==> config.mk <==
export PLATFORM = sky130hd
export DESIGN_NAME = vg_guard_top
export DESIGN_NICKNAME = d
export VERILOG_FILES = /design/src/rtl/vg_pkg.sv /design/src/rtl/vg_cfg_regs.sv /design/src/rtl/vg_classifier.sv /design/src/rtl/vg_actuator.sv /design/src/rtl/vg_event_rec.sv /design/src/rtl/vg_guard_top.sv
export SDC_FILE = /design/constraint.sdc
export NUM_CORES = 1
export LEC_CHECK = 0
export BUFFER_PORTS_ARGS = -buffer_cell sky130_fd_sc_hd__buf_4
export CORE_MARGIN = 5
export CORE_UTILIZATION = 40
export CTS_CLUSTER_DIAMETER = 40
export DETAILED_ROUTE_END_ITERATION = 10
export GPL_TIMING_DRIVEN = 0
export PLACE_DENSITY = 0.59
export SLEW_MARGIN = 10
export SYNTH_ARGS = -nofsm -noshare
export SYNTH_HDL_FRONTEND = slang
export SYNTH_SLANG_ARGS = --single-unit
==> constraint.sdc <==
create_clock -name clk -period 8 [get_ports clk]
set_clock_uncertainty 0.2 [all_clocks]
set_input_delay 2 -clock clk [delete_from_list [all_inputs] [get_ports clk]]
set_output_delay 2 -clock clk [all_outputs]
set_load 0.05 [all_outputs]
==> src/rtl/vg_pkg.sv <==
package vg_pkg;
  typedef enum logic [2:0] {
    BAND_HARD_LO = 3'd0,
    BAND_SOFT_LO = 3'd1,
    BAND_OK      = 3'd2,
    BAND_SOFT_HI = 3'd3,
    BAND_HARD_HI = 3'd4
  } band_t;

  // threshold slots, ordered from lowest to highest voltage
  localparam int unsigned THR_N      = 4;
  localparam int unsigned THR_HLO    = 0;
  localparam int unsigned THR_SLO    = 1;
  localparam int unsigned THR_SHI    = 2;
  localparam int unsigned THR_HHI    = 3;
  localparam logic [2:0]  ADDR_HOLD  = 3'd4;
  localparam logic [2:0]  ADDR_CLEAR = 3'd5;

  function automatic logic [1:0] band_depth(band_t b);
    case (b)
      BAND_HARD_LO, BAND_HARD_HI: return 2'd2;
      BAND_SOFT_LO, BAND_SOFT_HI: return 2'd1;
      default:                    return 2'd0;
    endcase
  endfunction

  function automatic logic band_is_over(band_t b);
    return (b == BAND_SOFT_HI) || (b == BAND_HARD_HI);
  endfunction

  function automatic logic band_is_under(band_t b);
    return (b == BAND_SOFT_LO) || (b == BAND_HARD_LO);
  endfunction
endpackage

==> src/rtl/vg_cfg_regs.sv <==
module vg_cfg_regs
  import vg_pkg::*;
#(
  parameter int unsigned VW       = 12,
  parameter int unsigned HOLDW    = 8,
  parameter int unsigned DEF_HLO  = 950,
  parameter int unsigned DEF_SLO  = 970,
  parameter int unsigned DEF_SHI  = 1030,
  parameter int unsigned DEF_HHI  = 1050,
  parameter int unsigned DEF_HOLD = 4
) (
  input  logic                       clk,
  input  logic                       rst_n,
  input  logic                       cfg_we,
  input  logic [2:0]                 cfg_addr,
  input  logic [VW-1:0]              cfg_wdata,
  output logic [THR_N-1:0][VW-1:0]   thr_o,
  output logic [HOLDW-1:0]           hold_o,
  output logic                       clr_o
);
  localparam logic [THR_N-1:0][VW-1:0] THR_DEF =
    {VW'(DEF_HHI), VW'(DEF_SHI), VW'(DEF_SLO), VW'(DEF_HLO)};

  logic [VW-1:0]    thr_q [THR_N];
  logic [HOLDW-1:0] hold_q;

  for (genvar i = 0; i < THR_N; i++) begin : g_thr
    always_ff @(posedge clk or negedge rst_n) begin
      if (!rst_n)
        thr_q[i] <= THR_DEF[i];
      else if (cfg_we && cfg_addr == 3'(i))
        thr_q[i] <= cfg_wdata;
    end
    assign thr_o[i] = thr_q[i];
  end

  always_ff @(posedge clk or negedge rst_n) begin
    if (!rst_n)
      hold_q <= HOLDW'(DEF_HOLD);
    else if (cfg_we && cfg_addr == ADDR_HOLD)
      hold_q <= cfg_wdata[HOLDW-1:0];
  end

  assign hold_o = hold_q;
  assign clr_o  = cfg_we && (cfg_addr == ADDR_CLEAR);
endmodule

==> src/rtl/vg_classifier.sv <==
module vg_classifier
  import vg_pkg::*;
#(
  parameter int unsigned VW = 12
) (
  input  logic [VW-1:0]            code,
  input  logic [THR_N-1:0][VW-1:0] thr,
  output band_t                    band
);
  always_comb begin
    if (code < thr[THR_HLO])      band = BAND_HARD_LO;
    else if (code < thr[THR_SLO]) band = BAND_SOFT_LO;
    else if (code > thr[THR_HHI]) band = BAND_HARD_HI;
    else if (code > thr[THR_SHI]) band = BAND_SOFT_HI;
    else                          band = BAND_OK;
  end
endmodule

==> src/rtl/vg_actuator.sv <==
module vg_actuator
  import vg_pkg::*;
#(
  parameter int unsigned HOLDW = 8
) (
  input  logic             clk,
  input  logic             rst_n,
  input  logic             smp_valid,
  input  band_t            band,
  input  logic [HOLDW-1:0] hold_len,
  output logic             throttle,
  output logic             phantom
);
  logic             throt_q, phan_q;
  logic [HOLDW-1:0] cnt_q;
  logic [HOLDW:0]   cnt_nxt;
  logic             hold_done;

  assign cnt_nxt   = {1'b0, cnt_q} + 1'b1;
  assign hold_done = cnt_nxt >= {1'b0, hold_len};

  always_ff @(posedge clk or negedge rst_n) begin
    if (!rst_n) begin
      throt_q <= 1'b0;
      phan_q  <= 1'b0;
      cnt_q   <= '0;
    end else if (smp_valid) begin
      if (band_is_under(band)) begin
        throt_q <= 1'b1;
        phan_q  <= 1'b0;
        cnt_q   <= '0;
      end else if (band_is_over(band)) begin
        throt_q <= 1'b0;
        phan_q  <= 1'b1;
        cnt_q   <= '0;
      end else if (throt_q || phan_q) begin
        if (hold_done) begin
          throt_q <= 1'b0;
          phan_q  <= 1'b0;
          cnt_q   <= '0;
        end else begin
          cnt_q   <= cnt_nxt[HOLDW-1:0];
        end
      end
    end
  end

  assign throttle = throt_q;
  assign phantom  = phan_q;
endmodule

==> src/rtl/vg_event_rec.sv <==
module vg_event_rec
  import vg_pkg::*;
#(
  parameter int unsigned AW   = 32,
  parameter int unsigned CNTW = 16
) (
  input  logic            clk,
  input  logic            rst_n,
  input  logic            smp_valid,
  input  band_t           band_new,
  input  band_t           band_old,
  input  logic [AW-1:0]   br_addr,
  input  logic            clr,
  input  logic            evt_ready,
  output logic            fire,
  output logic            evt_valid,
  output logic            evt_hard,
  output logic            evt_over,
  output logic [AW-1:0]   evt_addr,
  output logic            evt_ovf,
  output logic [CNTW-1:0] soft_cnt,
  output logic [CNTW-1:0] hard_cnt
);
  logic [1:0] d_new, d_old;
  logic       o_new, o_old;

  assign d_new = band_depth(band_new);
  assign d_old = band_depth(band_old);
  assign o_new = band_is_over(band_new);
  assign o_old = band_is_over(band_old);
  assign fire  = smp_valid && (d_new != 2'd0) &&
                 ((d_old == 2'd0) || (o_new != o_old) || (d_new > d_old));

  logic          v_q, h_q, o_q, ovf_q;
  logic [AW-1:0] a_q;

  always_ff @(posedge clk or negedge rst_n) begin
    if (!rst_n) begin
      v_q <= 1'b0;
      h_q <= 1'b0;
      o_q <= 1'b0;
      a_q <= '0;
    end else if (fire) begin
      v_q <= 1'b1;
      h_q <= (d_new == 2'd2);
      o_q <= o_new;
      a_q <= br_addr;
    end else if (v_q && evt_ready) begin
      v_q <= 1'b0;
    end
  end

  always_ff @(posedge clk or negedge rst_n) begin
    if (!rst_n)
      ovf_q <= 1'b0;
    else if (clr)
      ovf_q <= 1'b0;
    else if (fire && v_q && !evt_ready)
      ovf_q <= 1'b1;
  end

  // index 0 counts soft, index 1 counts hard
  logic [1:0]      inc;
  logic [CNTW-1:0] cnt_q [2];
  assign inc[0] = fire && (d_new == 2'd1);
  assign inc[1] = fire && (d_new == 2'd2);

  for (genvar k = 0; k < 2; k++) begin : g_cnt
    always_ff @(posedge clk or negedge rst_n) begin
      if (!rst_n)
        cnt_q[k] <= '0;
      else if (clr)
        cnt_q[k] <= '0;
      else if (inc[k] && !(&cnt_q[k]))
        cnt_q[k] <= cnt_q[k] + 1'b1;
    end
  end

  assign evt_valid = v_q;
  assign evt_hard  = h_q;
  assign evt_over  = o_q;
  assign evt_addr  = a_q;
  assign evt_ovf   = ovf_q;
  assign soft_cnt  = cnt_q[0];
  assign hard_cnt  = cnt_q[1];
endmodule

==> src/rtl/vg_guard_top.sv <==
module vg_guard_top
  import vg_pkg::*;
#(
  parameter int unsigned VW    = 12,
  parameter int unsigned AW    = 32,
  parameter int unsigned HOLDW = 8,
  parameter int unsigned CNTW  = 16
) (
  input  logic            clk,
  input  logic            rst_n,
  input  logic            smp_valid,
  input  logic [VW-1:0]   smp_code,
  input  logic            br_valid,
  input  logic [AW-1:0]   br_addr,
  input  logic            cfg_we,
  input  logic [2:0]      cfg_addr,
  input  logic [VW-1:0]   cfg_wdata,
  output logic [2:0]      band,
  output logic            throttle,
  output logic            phantom,
  output logic            evt_valid,
  input  logic            evt_ready,
  output logic            evt_hard,
  output logic            evt_over,
  output logic [AW-1:0]   evt_addr,
  output logic            evt_ovf,
  output logic [CNTW-1:0] soft_cnt,
  output logic [CNTW-1:0] hard_cnt
);
  logic [THR_N-1:0][VW-1:0] thr;
  logic [HOLDW-1:0]         hold_len;
  logic                     cfg_clr;
  band_t                    cls_band, band_q;
  logic [AW-1:0]            br_last_q, br_eff;
  logic                     evt_fire;

  vg_cfg_regs #(.VW(VW), .HOLDW(HOLDW)) u_cfg (
    .clk(clk), .rst_n(rst_n), .cfg_we(cfg_we), .cfg_addr(cfg_addr),
    .cfg_wdata(cfg_wdata), .thr_o(thr), .hold_o(hold_len), .clr_o(cfg_clr)
  );

  vg_classifier #(.VW(VW)) u_cls (
    .code(smp_code), .thr(thr), .band(cls_band)
  );

  always_ff @(posedge clk or negedge rst_n) begin
    if (!rst_n)         band_q <= BAND_OK;
    else if (smp_valid) band_q <= cls_band;
  end

  always_ff @(posedge clk or negedge rst_n) begin
    if (!rst_n)        br_last_q <= '0;
    else if (br_valid) br_last_q <= br_addr;
  end
  assign br_eff = br_valid ? br_addr : br_last_q;

  vg_actuator #(.HOLDW(HOLDW)) u_act (
    .clk(clk), .rst_n(rst_n), .smp_valid(smp_valid), .band(cls_band),
    .hold_len(hold_len), .throttle(throttle), .phantom(phantom)
  );

  vg_event_rec #(.AW(AW), .CNTW(CNTW)) u_evt (
    .clk(clk), .rst_n(rst_n), .smp_valid(smp_valid), .band_new(cls_band),
    .band_old(band_q), .br_addr(br_eff), .clr(cfg_clr), .evt_ready(evt_ready),
    .fire(evt_fire), .evt_valid(evt_valid), .evt_hard(evt_hard),
    .evt_over(evt_over), .evt_addr(evt_addr), .evt_ovf(evt_ovf),
    .soft_cnt(soft_cnt), .hard_cnt(hard_cnt)
  );

  assign band = band_q;
endmodule

---- After elaboration in Yosys (flattened, before gate mapping) ----
Cells that the tools add are included.
W data, S select, Z words.
cells by class
  $add $sub $neg .......................... 3
  magnitude comparators ................... 6
  equality and inequality tests ........... 14
  mux-type cells .......................... 25
  reduce and logical (&&, ||, !) cells .... 43
operators with widths
  cell                     number
  $mux W16                 4
  $add A16 B1 Y16 const B  2
  $mux W32                 1
  $mux W8                  4
  $reduce_and A16 Y1       2
  $gt A12 B12 Y1           2
  $lt A12 B12 Y1           2
  $logic_and A1 B1 Y1      15
  $eq A3 B2 Y1 const B     4
  $eq A3 B3 Y1 const B     4
  $mux W1                  11
  $reduce_bool A2 Y1       5
  $add A8 B1 Y9 const B    1
  $eq A3 B1 Y1 const B     3
  $ge A9 B8 Y1             1
  $logic_not A3 Y1         3
  $mux W3                  3
  $pmux W2 S2              2
  $reduce_or A2 Y1         4
  $logic_or A1 B1 Y1       6
  $reduce_bool A3 Y1       2
  $logic_not A1 Y1         3
  $reduce_and A3 Y1        1
  $eq A2 B1 Y1 const B     1
  5 further kinds          5
storage, ports and cells
  bits in registers ....................... 169
  input bits .............................. 65
  output and inout bits ................... 73

---- Logic depth before layout (Yosys ltp) ----
Gate-level depths: netlist of the first run.
  word-level depth ........................ 15
  depth in mapped cells ................... 20

---- By module ----
From an unflattened synthesis of the first run, not the netlist that was laid out.
second synthesis, totals
  cell total of the unflattened synthesis .. 770
  area total of the unflattened synthesis .. 9,003.6 µm²
by module, submodules not included
  module         times used  cells each  area an instance (µm²)  sequential area each (µm²)
  vg_event_rec   1           314         3,379.5                 1,701.6
  vg_cfg_regs    1           123         2,189.6                 1,427.6
  vg_guard_top   1           74          1,455.1                 877.1
  vg_classifier  1           167         1,177.4                 0.0
  vg_actuator    1           92          802.0                   250.2

---- Least setup slack after synthesis of the first run ----
No wires, ideal clock.
  path kind ............................... input -> register
  start ................................... input smp_code[2]
  end ..................................... register u_evt.cnt_q, in the netlist u_evt.hard_cnt[15]
  setup time .............................. 0.133 ns
  arrival time ............................ 5.392 ns
  data required time ...................... 7.667 ns
  path slack .............................. 2.275 ns
  stages on the path ...................... 18
  path buffers ............................ 2
  cell sequence ........................... ha_1 a21o_1 a221o_1 a221oi_2 a32oi_1 o21a_1 or2_2 ha_1 nand2_1 o21ai_0 nand2_1 nand2_1 nor3_1 o21ai_1 clkbuf_1 buf_2 o311ai_0 nand2_1
between the ends
  word-level cells in the longest chain between the ends .. 14
  elaborated cells between the ends (all ways) .. 27
ends and longest elaborated chain
  what                                                       RTL line                                RTL
  start: declaration                                         vg_guard_top.sv:12                      input logic [VW-1:0] smp_code,
  $gt A12 B12 Y1                                             vg_classifier.sv:14                     else if (code > thr[THR_SHI]) band = BAND_SOFT_HI;
  $mux W1                                                    vg_classifier.sv:14
  $mux W3                                                    vg_classifier.sv:13                     else if (code > thr[THR_HHI]) band = BAND_HARD_HI;
  $mux W3                                                    vg_classifier.sv:12                     else if (code < thr[THR_SLO]) band = BAND_SOFT_LO;
  $mux W3 (*)                                                vg_classifier.sv:11                     if (code < thr[THR_HLO]) band = BAND_HARD_LO;
  $eq A3 B2 Y1 (tied with other cells)                       vg_pkg.sv:20, vg_pkg.sv:28
  $reduce_or A2 Y1 or $logic_or A1 B1 Y1 (tied branches)     vg_pkg.sv:20, vg_pkg.sv:28
  $pmux W2 S2 or $ne A1 B1 Y1 (tied branches)                vg_pkg.sv:20, vg_event_rec.sv:32
  $gt A2 B2 Y1 (tied with other cells)                       vg_event_rec.sv:32                      ((d_old == 2'd0) || (o_new != o_old) || (d_new > d_old));
  $logic_or A1 B1 Y1 or $logic_and A1 B1 Y1 (tied branches)  vg_event_rec.sv:32, vg_event_rec.sv:31
  $logic_and A1 B1 Y1                                        vg_event_rec.sv:31                      assign fire = smp_valid && (d_new != 2'd0) &&
  $logic_and A1 B1 Y1 (*)                                    vg_event_rec.sv:66                      assign inc[1] = fire && (d_new == 2'd2);
  $logic_and A1 B1 Y1 (*)                                    vg_event_rec.sv:74                      else if (inc[k] && !(&cnt_q[k]))
  $reduce_bool A2 Y1 (no line) (*)                           -
  end signal: indexed assignment                             vg_event_rec.sv:75                      cnt_q[k] <= cnt_q[k] + 1'b1;
  end: declaration                                           vg_event_rec.sv:64                      logic [CNTW-1:0] cnt_q [2];
Mark *: on every way between the ends. The rest lies on a longest branch, timed or not.
A chain may end at the register's enable or synchronous reset.

---- Worst setup path in the final report of the first run ----
  start ................................... input smp_code[2]
  end ..................................... register u_evt.a_q[31], in the netlist u_evt.evt_addr[31]
between the ends
  word-level cells in the longest chain between the ends .. 11
  elaborated cells between the ends (all ways) .. 23
ends and longest elaborated chain
  what                                                       RTL line                                RTL
  $gt A12 B12 Y1                                             vg_classifier.sv:14
  $mux W1                                                    vg_classifier.sv:14
  $mux W3                                                    vg_classifier.sv:13
  $mux W3                                                    vg_classifier.sv:12
  $mux W3 (*)                                                vg_classifier.sv:11
  $eq A3 B2 Y1 (tied with other cells)                       vg_pkg.sv:20, vg_pkg.sv:28
  $reduce_or A2 Y1 or $logic_or A1 B1 Y1 (tied branches)     vg_pkg.sv:20, vg_pkg.sv:28
  $pmux W2 S2 or $ne A1 B1 Y1 (tied branches)                vg_pkg.sv:20, vg_event_rec.sv:32
  $gt A2 B2 Y1 (tied with other cells)                       vg_event_rec.sv:32
  $logic_or A1 B1 Y1 or $logic_and A1 B1 Y1 (tied branches)  vg_event_rec.sv:32, vg_event_rec.sv:31
  $logic_and A1 B1 Y1 (*)                                    vg_event_rec.sv:31
  end signal: assignment                                     vg_event_rec.sv:47                      a_q <= br_addr;
  end: declaration                                           vg_event_rec.sv:35                      logic [AW-1:0] a_q;
Marked as above.

==> results of run 1 <==
-- where the power goes --
group / internal (mW) / total (mW) / switching (mW)
Combinational: 0.400 / 1.27 / 0.870
Sequential: 1.06 / 1.16 / 0.104
Clock: 0.422 / 0.820 / 0.398
-- flip-flops by register name, indices dropped and copies added, names as in the netlist --
| register | flops |
|---|---|
| u_evt.soft_cnt | 16 |
| u_cfg.hold_o | 8 |
| u_cfg.thr_o | 48 |
| u_evt.evt_valid | 1 |
| br_last_q | 32 |
| u_act.cnt_q | 8 |
| u_evt.evt_over | 1 |
| u_act.throttle | 1 |
| u_evt.evt_addr | 32 |
| u_act.phantom | 1 |
| u_evt.evt_hard | 1 |
| band | 3 |
| u_evt.hard_cnt | 16 |
| u_evt.evt_ovf | 1 |
-- per-stage QoR --
stage          setup slack (ps)  cell area [um2]  instances  utilization
6_report                   1785            10540       1316       0.5016
5_1_grt                    1368            10540       1316       0.5016
4_1_cts                    1822            10540       1316       0.5016
3_5_place_dp               1361             9941       1284       0.4729
3_3_place_gp               1401             9906       1283       0.4712
2_1_floorplan              2275             8541        872            -
-- kinds of logic after synthesis --
family	after synthesis	synth area share
flops	169	0.4984
compound gates	159	0.1125
fa+ha+maj	59	0.08643
simple gates	319	0.1754
xor+xnor	4	0.004103
mux	59	0.07633
buf+inv	103	0.04688
-- layer usage --
metal  vias to the layer above  track usage
li1                       3333            -
met1                      3233       0.2468
met2                       106       0.2923
met3                        13      0.04216
met4                         0      0.05000
met5                         -            0
-- critical path: cells and delay by family --
| family | cells | cell delay [ps] |
|---|---|---|
| AND/OR/NAND/NOR | 7 | 1040 |
| adder cells (fa/ha/maj) | 2 | 580 |
| AO/OA/AOI/OAI | 7 | 1690 |
| buffers and inverters | 3 | 1070 |
-- cells in the mapped netlist, drive strengths merged (2+ instances only) --
cell type / instances
a22o: 5
nor3: 9
a31oi: 2
o31a: 2
or4: 15
or2: 5
dfrtp: 147
o31ai: 14
nor2: 16
and4: 2
nand3: 25
and2: 3
xor2: 2
nand2b: 11
nor4: 5
nand4: 13
ha: 59
mux2: 49
o21ai: 67
a211oi: 6
a21o: 11
mux2i: 10
and3: 10
a21oi: 36
clkbuf: 21
xnor2: 2
buf: 14
nor2b: 6
nor4b: 2
inv: 67
nand2: 184
dfstp: 22
or3: 10
o21a: 6
-- worst max path at each step --
stage	from	to	depth (start not counted)
detailed placement	smp_code[2]	u_evt.evt_addr[31]$_DFFE_PN0P_	19
floorplan	smp_code[2]	u_evt.hard_cnt[15]$_DFFE_PN0P_	18
finish	smp_code[2]	u_evt.evt_addr[31]$_DFFE_PN0P_	19
global placement	smp_code[2]	u_evt.evt_addr[22]$_DFFE_PN0P_	19
CTS	smp_code[2]	u_evt.evt_addr[31]$_DFFE_PN0P_	19
global route	smp_code[2]	u_evt.hard_cnt[15]$_DFFE_PN0P_	19
-- layout make-up --
class	instances	area, um2	share of cell area
clock buffer	17	425.4	0.04035
tap	275	344.1	0.03263
clock inverter	15	177.7	0.01685
multi-input combinational	600	3884	0.3683
buffer	35	145.1	0.01377
inverter	68	255.2	0.02421
sequential	169	4257	0.4037
timing repair buffer	137	1056	0.1002
==> flow_summary_export.csv, run 1 <==
group,metric,value,unit
global_routing,gr-total-overflow,0,
critical_path,timing.rr.end,"u_evt.evt_addr[31]$_DFFE_PN0P_",
route,drt_iter0_drc,333,
timing,slew_headroom,0.3638,
global_routing,grt_pass1_vias,6769,
pwr,power_density,308.5,nW/um2
critical_path,cp_slowest_cell,"a211oi_1",
critical_path,reg2regPathDepth,19,
logic_synthesis,synth_nets,996,
global_routing,grt_use_total,0.1814,
critical_path,critPathCaptureType,"flip-flop",
route,drc,0,
min_path,hold_path_end,"u_evt.evt_addr[20]$_DFFE_PN0P_",
pwr,ir_worst_vdd,0.2721,mV
route,met1_length,10110,um
clock_network,cts_tree,"done",
critical_path,max_stage_delay,510,ps
clock_network,cts_setup_buffers,0,
logic_synthesis,ys_seq_elements,169,
critical_path,crit_path_start_kind,"primary input",
die,die_w,156.1,um
logic_synthesis,syn_area,8541,um2
clock_network,ctsRootBufferMaster,"clkbuf_16",
route,dr_wl_met2,10380,um
timing,fin_setup_tns,0,ps
logic_synthesis,synth_area_leaders,"dfrtp_1 (43%), ha_1 (8.6%), nand2_1 (8.1%)",
logic_synthesis,synthCells,872,
logic_synthesis,ys_warn_count,0,
route,dr.pass1.iters,4,
clock_network,clk_pin_slew,80,ps
route,postRouteWirelength,21750,um
critical_path,regToRegStartpoint,"u_cfg.thr_o[39]$_DFFE_PN1P_",
global_routing,grt_pass1_wl,35240,um
timing,setup-violations-final,0,
min_path,hp-start,"u_evt.evt_addr[20]$_DFFE_PN0P_",
die,fp.dieArea,24370,um2
global_routing,grt_max_degree,91,
critical_path,cp_data_required_time,8170,ps
final_layout,syn_to_final_growth,23.45,%
route,wl_met3,1021,um
route,topRoutingLayerUsed,"met4",
final_layout,diodes,0,
clock_network,hold_buffers,0,
logic_synthesis,yosysTopAreaCellShare,0.4307,
logic_synthesis,synth_top_area_cell,"dfrtp_1",
timing,final-hold-violation-count,0,
logic_synthesis,syn-mean-instance-area,9.794,um2
timing,worst_slew_pin_slew,946.3,ps
clock_network,cts_max_path_buffers,2,
pwr,p_leak,5.065,nW
flow_run,cap_violations,0,
logic_synthesis,synth_edf_count,0,
logic_synthesis,synthFlopType,"dfrtp_1",
clock_network,cts_sinks,169,
clock_network,htree_num_levels,4,
min_path,hp-class,"flip-flop to flip-flop",
critical_path,crit_path_frequent_cell,"nand2_1",
global_routing,grt_antenna_before_repair,0,
die,core,21020,um2
critical_path,worstPathMaxFanout,10,
clock_network,cts_buffers,17,
final_layout,n_fill_cell,1987,
critical_path,cp.arrival,6390,ps
run_status,outcome,"finished, final reports clean",
final_layout,nNetsFinal,1152,
route,viasPerCell,5.080,
logic_synthesis,postSynth.asyncResetShare,1.000,
placed_design,hpwl,16110,um
timing,finalMaxSlewViolations,0,
route,num_vias,6685,
final_layout,layout_common_cells,"nand2_1 (184), dfrtp_1 (147), buf_4 (136)",
critical_path,critPathKind,"primary input to flip-flop",
die,start_util,0.4063,
timing,hold-worst-slack,279.6,ps
die,io_pins,138,
die,dieHeight,156.1,um
route,ant_nets,0,
final_layout,drive_above_1_share,0.2469,
clock_network,clk_latency,430,ps
timing,fin_crit,6215,ps
placed_design,gp_congestion,0.7896,
logic_synthesis,synth_cell_types,53,
clock_network,post_cts_resized,0,
critical_path,path_cells,"buf_4 -> ha_1 -> a211oi_1 -> o21ai_1 -> a211oi_1 -> o21ai_1 -> o21a_1 -> or2_2 -> ha_1 -> nand2_1 -> o21ai_0 -> nand2_1 -> nand2_1 -> nor3_1 -> o21a_1 -> clkbuf_1 -> clkbuf_1 -> nand2_1 -> nand2_1",
critical_path,reg2reg_slack,3040,ps
final_layout,final_common_cell,"nand2_1",
timing,period_share,0.7768,
timing,fmax,160.9,MHz
die,num_rows,53,
logic_synthesis,ys_seq_area_frac,0.4984,
route,wl_per_cell,16.53,um
min_path,min_delay_path_depth,2,
placed_design,io_buffers,136,
pwr,total_power,3.252,mW
timing,rsz0062_at_grt,"false",
No activity file was read; power rests on OpenSTA's default activity.
==> run 2: changes to the inputs <==
--- a/config.mk
+++ b/config.mk
@@ -11,7 +11,7 @@
 export CTS_CLUSTER_DIAMETER = 40
 export DETAILED_ROUTE_END_ITERATION = 10
 export GPL_TIMING_DRIVEN = 0
-export PLACE_DENSITY = 0.59
+export PLACE_DENSITY = 0.61
 export SLEW_MARGIN = 10
 export SYNTH_ARGS = -nofsm -noshare
 export SYNTH_HDL_FRONTEND = slang
==> constraint.sdc (replaced) <==
create_clock -name clk -period 5 [get_ports clk]
set_clock_uncertainty 0.2 [all_clocks]
set_input_delay 1.25 -clock clk [delete_from_list [all_inputs] [get_ports clk]]
set_output_delay 1.25 -clock clk [all_outputs]
set_load 0.05 [all_outputs]
==> flow_summary_export.csv, run 2 (synthesis gave the netlist of run 1 again) <==
group,metric,value,unit
route,dr.pass1.iters,4,
die,dieHeight,156.1,um
pwr,ir_worst_vdd,0.3346,mV
final_layout,syn_to_final_growth,25.86,%
final_layout,n_fill_cell,1961,
global_routing,grt_pass1_vias,6744,
clock_network,ctsRootBufferMaster,"clkbuf_16",
global_routing,grt_use_total,0.1809,
die,start_util,0.4063,
pwr,total_power,5.340,mW
route,postRouteWirelength,21810,um
global_routing,grt_antenna_before_repair,0,
critical_path,cp_data_required_time,5150,ps
clock_network,cts_tree,"done",
final_layout,largest_reg_flops,48,
critical_path,critPathKind,"primary input to flip-flop",
placed_design,place_area,9941,um2
pwr,power_density,496.7,nW/um2
die,fp.dieArea,24370,um2
clock_network,clk_pin_slew,70,ps
placed_design,io_buffers,136,
final_layout,layout_common_cells,"nand2_1 (184), dfrtp_1 (147), buf_4 (142)",
final_layout,diodes,0,
route,num_vias,6720,
min_path,hp-class,"flip-flop to flip-flop",
timing,final-hold-violation-count,0,
clock_network,cts_buffers,17,
final_layout,fin_area,10750,um2
final_layout,nNetsFinal,1159,
timing,hold-worst-slack,278.0,ps
route,wl_per_cell,16.48,um
global_routing,grt_pass1_wl,35290,um
route,drt_iter0_drc,346,
clock_network,cts_max_path_buffers,2,
route,ant_nets,0,
clock_network,clk_latency,430,ps
pwr,p_leak,5.151,nW
timing,setup-violations-final,0,
placed_design,hpwl,15800,um
clock_network,htree_num_levels,4,
critical_path,crit_path_start_kind,"primary input",
final_layout,drive_above_1_share,0.2758,
timing,fmax,206.3,MHz
timing,fin_setup_tns,0,ps
global_routing,grt_max_degree,89,
run_status,outcome,"finished, final reports clean",
placed_design,gp_congestion,0.8327,
final_layout,final_common_cell,"nand2_1",
timing,finalMaxSlewViolations,0,
clock_network,hold_buffers,0,
die,io_pins,138,
route,drc,0,
critical_path,worstPathMaxFanout,4,
route,viasPerCell,5.079,
timing,fin_crit,4847,ps
die,num_rows,53,
timing,slew_headroom,0.3873,
critical_path,cp.arrival,5000,ps
timing,worst_slew_pin_slew,911.3,ps
timing,period_share,0.9694,
die,die_w,156.1,um
global_routing,gr-total-overflow,0,
clock_network,cts_sinks,169,
critical_path,critPathCaptureType,"flip-flop",
flow_run,cap_violations,0,
die,core,21020,um2
==> run 2: layout make-up <==
class,count,area (um2),area share
clock buffers,17,425.4,0.03958
inverters,68,255.2,0.02375
well taps,275,344.1,0.03201
multi-input cells,600,4000,0.3721
clock inverters,15,176.4,0.01641
repair buffers,144,1121,0.1043
flip-flops and latches,169,4257,0.3960
plain buffers,35,170.2,0.01583
==> run 2: stage by stage <==
stage / cells / util / worst slack [ps]
after floorplan: 872 / - / 25.14
after global placement: 1283 / 0.4712 / -875.2
after detailed placement: 1284 / 0.4729 / -920.4
after CTS: 1316 / 0.5034 / -17.90
after global routing: 1323 / 0.5113 / -59.55
final: 1323 / 0.5113 / 153.2
==> run 2: path summary, 6_finish.rpt <==
check	from	end	slack, ps	cells past startpoint
setup / recovery	smp_code[2]	u_evt.soft_cnt[10]$_DFFE_PN0P_	150	18
hold reg to reg	u_evt.evt_addr[1]$_DFFE_PN0P_	u_evt.evt_addr[1]$_DFFE_PN0P_	280	2
max in group asynchronous	rst_n	br_last_q[7]$_DFF_PN0_	3150	2
setup reg to reg	u_cfg.thr_o[39]$_DFFE_PN1P_	u_evt.soft_cnt[10]$_DFFE_PN0P_	600	18
min in group asynchronous	rst_n	u_cfg.thr_o[6]$_DFFE_PN0P_	600	1
hold / removal	u_evt.evt_addr[1]$_DFFE_PN0P_	u_evt.evt_addr[1]$_DFFE_PN0P_	280	2
==> run 2: routing by layer <==
metal  up-vias  track usage  share of wire  routed length, um
met5         -            0              0                  0
met4         0      0.04669          0.013                286
met3        19      0.04938          0.055               1201
met2       138       0.2874           0.48              10370
met1      3222       0.2464           0.46               9947
li1       3341            -              -                  -
==> run 2: report_power, final <==
part / switching, mW / total [mW] / internal [mW]
Sequential: 0.164 / 1.85 / 1.69
Clock: 0.653 / 1.33 / 0.679
Combinational: 1.43 / 2.15 / 0.723
==> run 2: worst max-delay path, stage by stage <==
cell and delay, ps:
buf_4 140, ha_1 300, a21o_1 180, a221o_1 360
a221oi_2 310, a32oi_2 100, o21a_2 220, or2_2 280
ha_1 270, nand2_1 60, o21ai_1 70, nand2_1 90
nand2_1 90, nor3_4 330, o21ai_4 130, buf_12 160
or4_1 500, a21oi_1 150
==> run 2: what timing repair did <==
action,4_1_cts,5_1_grt
resized for setup,12,31
pin swaps,0,8
buffers inserted,0,7
setup endpoints to repair,66,64
endpoints found under the hold margin,0,0
==> run 3: changes to the inputs <==
==> constraint.sdc (replaced) <==
create_clock -name clk -period 5 [get_ports clk]
set_clock_uncertainty 0.2 [all_clocks]
set_input_delay 0.75 -clock clk [delete_from_list [all_inputs] [get_ports clk]]
set_output_delay 0.75 -clock clk [all_outputs]
set_load 0.05 [all_outputs]
==> flow_summary_export.csv, run 3 (synthesis gave the netlist of run 1 again) <==
group,metric,value,unit
run_status,outcome,"finished, final reports clean",
route,viasPerCell,5.090,
global_routing,grt_use_total,0.1800,
timing,finalMaxSlewViolations,0,
clock_network,cts_buffers,17,
timing,setup-violations-final,0,
die,start_util,0.4063,
critical_path,crit_path_start_kind,"flip-flop",
global_routing,gr-total-overflow,0,
critical_path,worstPathMaxFanout,10,
critical_path,cpLargestDelayFamily,"compound AO/OA/AOI/OAI gates",
critical_path,critPathBufInv,3,
critical_path,cp_slowest_cell,"dfstp_2",
final_layout,drive_above_1_share,0.2548,
flow_run,cap_violations,0,
die,fp.dieArea,24370,um2
route,topRoutingLayerUsed,"met4",
final_layout,diodes,0,
clock_network,cts_tree,"done",
route,drt_iter0_drc,327,
die,die_w,156.1,um
final_layout,layout_common_cells,"nand2_1 (184), dfrtp_1 (147), buf_4 (136)",
final_layout,fin_area,10570,um2
critical_path,cp.arrival,4770,ps
timing,final-hold-violation-count,0,
clock_network,cts_max_path_buffers,2,
critical_path,max_stage_delay,530,ps
timing,fmax,214.3,MHz
placed_design,io_buffers,136,
global_routing,grt_pass1_wl,35140,um
final_layout,syn_to_final_growth,23.72,%
clock_network,hold_buffers,0,
critical_path,path_cells,"inv_1 -> ha_1 -> and3_1 -> a221o_1 -> a221oi_2 -> a32oi_1 -> o21a_1 -> or2_2 -> ha_1 -> nand2_1 -> o21ai_0 -> nand2_1 -> nand2_1 -> nor3_2 -> o21ai_2 -> clkbuf_2 -> buf_2 -> o311ai_0 -> nand2_1",
timing,period_share,0.9333,
final_layout,largest_reg_flops,48,
route,met1_length,9906,um
pwr,power_density,494.7,nW/um2
critical_path,critPathCaptureType,"flip-flop",
timing,fin_crit,4667,ps
timing,fin_setup_tns,0,ps
route,drc,0,
clock_network,clk_latency,430,ps
route,dr.pass1.iters,4,
placed_design,place_area,9941,um2
global_routing,grt_pass1_vias,6710,
clock_network,htree_num_levels,4,
clock_network,ctsRootBufferMaster,"clkbuf_16",
clock_network,post_cts_resized,0,
route,wl_per_cell,16.41,um
timing,worst_slew_pin_slew,927.7,ps
clock_network,clk_pin_slew,70,ps
die,core,21020,um2
route,ant_nets,0,
die,dieHeight,156.1,um
route,dr_wl_met2,10140,um
route,wl_met3,1210,um
final_layout,final_common_cell,"nand2_1",
timing,rsz0062_at_grt,"false",
critical_path,cp_data_required_time,5110,ps
placed_design,gp_congestion,0.8327,
critical_path,crit_path_frequent_cell,"nand2_1",
final_layout,nNetsFinal,1151,
clock_network,cts_sinks,169,
critical_path,critPathKind,"flip-flop to flip-flop",
pwr,p_leak,5.069,nW
die,num_rows,53,
min_path,hp-class,"primary input to async pin",
timing,slew_headroom,0.3762,
placed_design,hpwl,15800,um
global_routing,grt_max_degree,89,
route,postRouteWirelength,21580,um
pwr,ir_worst_vdd,0.3348,mV
global_routing,grt_antenna_before_repair,0,
route,num_vias,6694,
die,io_pins,138,
clock_network,cts_setup_buffers,0,
-- run 3: cell count changes in the layout (fill, tap and decap cells not counted), moves of 2 or more --
cell and change:
a21oi_2 -3, o21ai_4 -2, buf_6 -2, clkbuf_4 -3, clkbuf_1 +2, a21oi_1 +3
o31ai_2 -4, nor3_2 +2, buf_4 -6, o31ai_1 +4, nor3_4 -2
-- run 3: final cells by class --
class / instances / area [um2]
fill: 1964 / 10460
buffer: 34 / 142.6
multi-input combinational: 600 / 3910
sequential: 169 / 4257
timing repair buffer: 137 / 1056
clock buffer: 17 / 425.4
clock inverter: 15 / 176.4
inverter: 68 / 255.2
tap: 275 / 344.1
-- run 3: stage by stage --
stage	setup WS (ps)	total power, mW	utilization	hold WS (ps)	std cells
2_1_floorplan	525.1	3.248	-	254.4	872
3_3_place_gp	-375.2	3.902	0.4712	260.3	1283
5_1_grt	19.29	5.563	0.5026	167.8	1315
4_1_cts	97.76	5.277	0.5013	150.3	1315
3_5_place_dp	-420.4	3.933	0.4729	263.6	1284
6_report	333.3	5.227	0.5026	102.1	1315
-- run 3: path summary, 6_finish.rpt --
path                                                      from                        endpoint  slack, ps  depth (start not counted)
worst max-delay path               u_cfg.thr_o[39]$_DFFE_PN1P_  u_evt.hard_cnt[15]$_DFFE_PN0P_        330                         19
worst min-delay path                                     rst_n      u_cfg.thr_o[6]$_DFFE_PN0P_        100                          1
worst max register to register     u_cfg.thr_o[39]$_DFFE_PN1P_  u_evt.hard_cnt[15]$_DFFE_PN0P_        330                         19
worst min register to register  u_evt.evt_addr[20]$_DFFE_PN0P_  u_evt.evt_addr[20]$_DFFE_PN0P_        280                          2
max in group asynchronous                                rst_n          br_last_q[7]$_DFF_PN0_       3650                          2
min in group clk                u_evt.evt_addr[20]$_DFFE_PN0P_  u_evt.evt_addr[20]$_DFFE_PN0P_        280                          2
-- run 3: where the power goes --
group | internal, mW | leakage, nW | switching [mW]
Clock | 0.678 | 0.287 | 0.653
Combinational | 0.645 | 2.70 | 1.40
Sequential | 1.69 | 2.08 | 0.164
-- run 3: per-layer routing --
layer	track usage	vias to the layer above
met2	0.2850	135
li1	-	3333
met5	0	-
met1	0.2465	3204
met4	0.04504	0
met3	0.04938	22
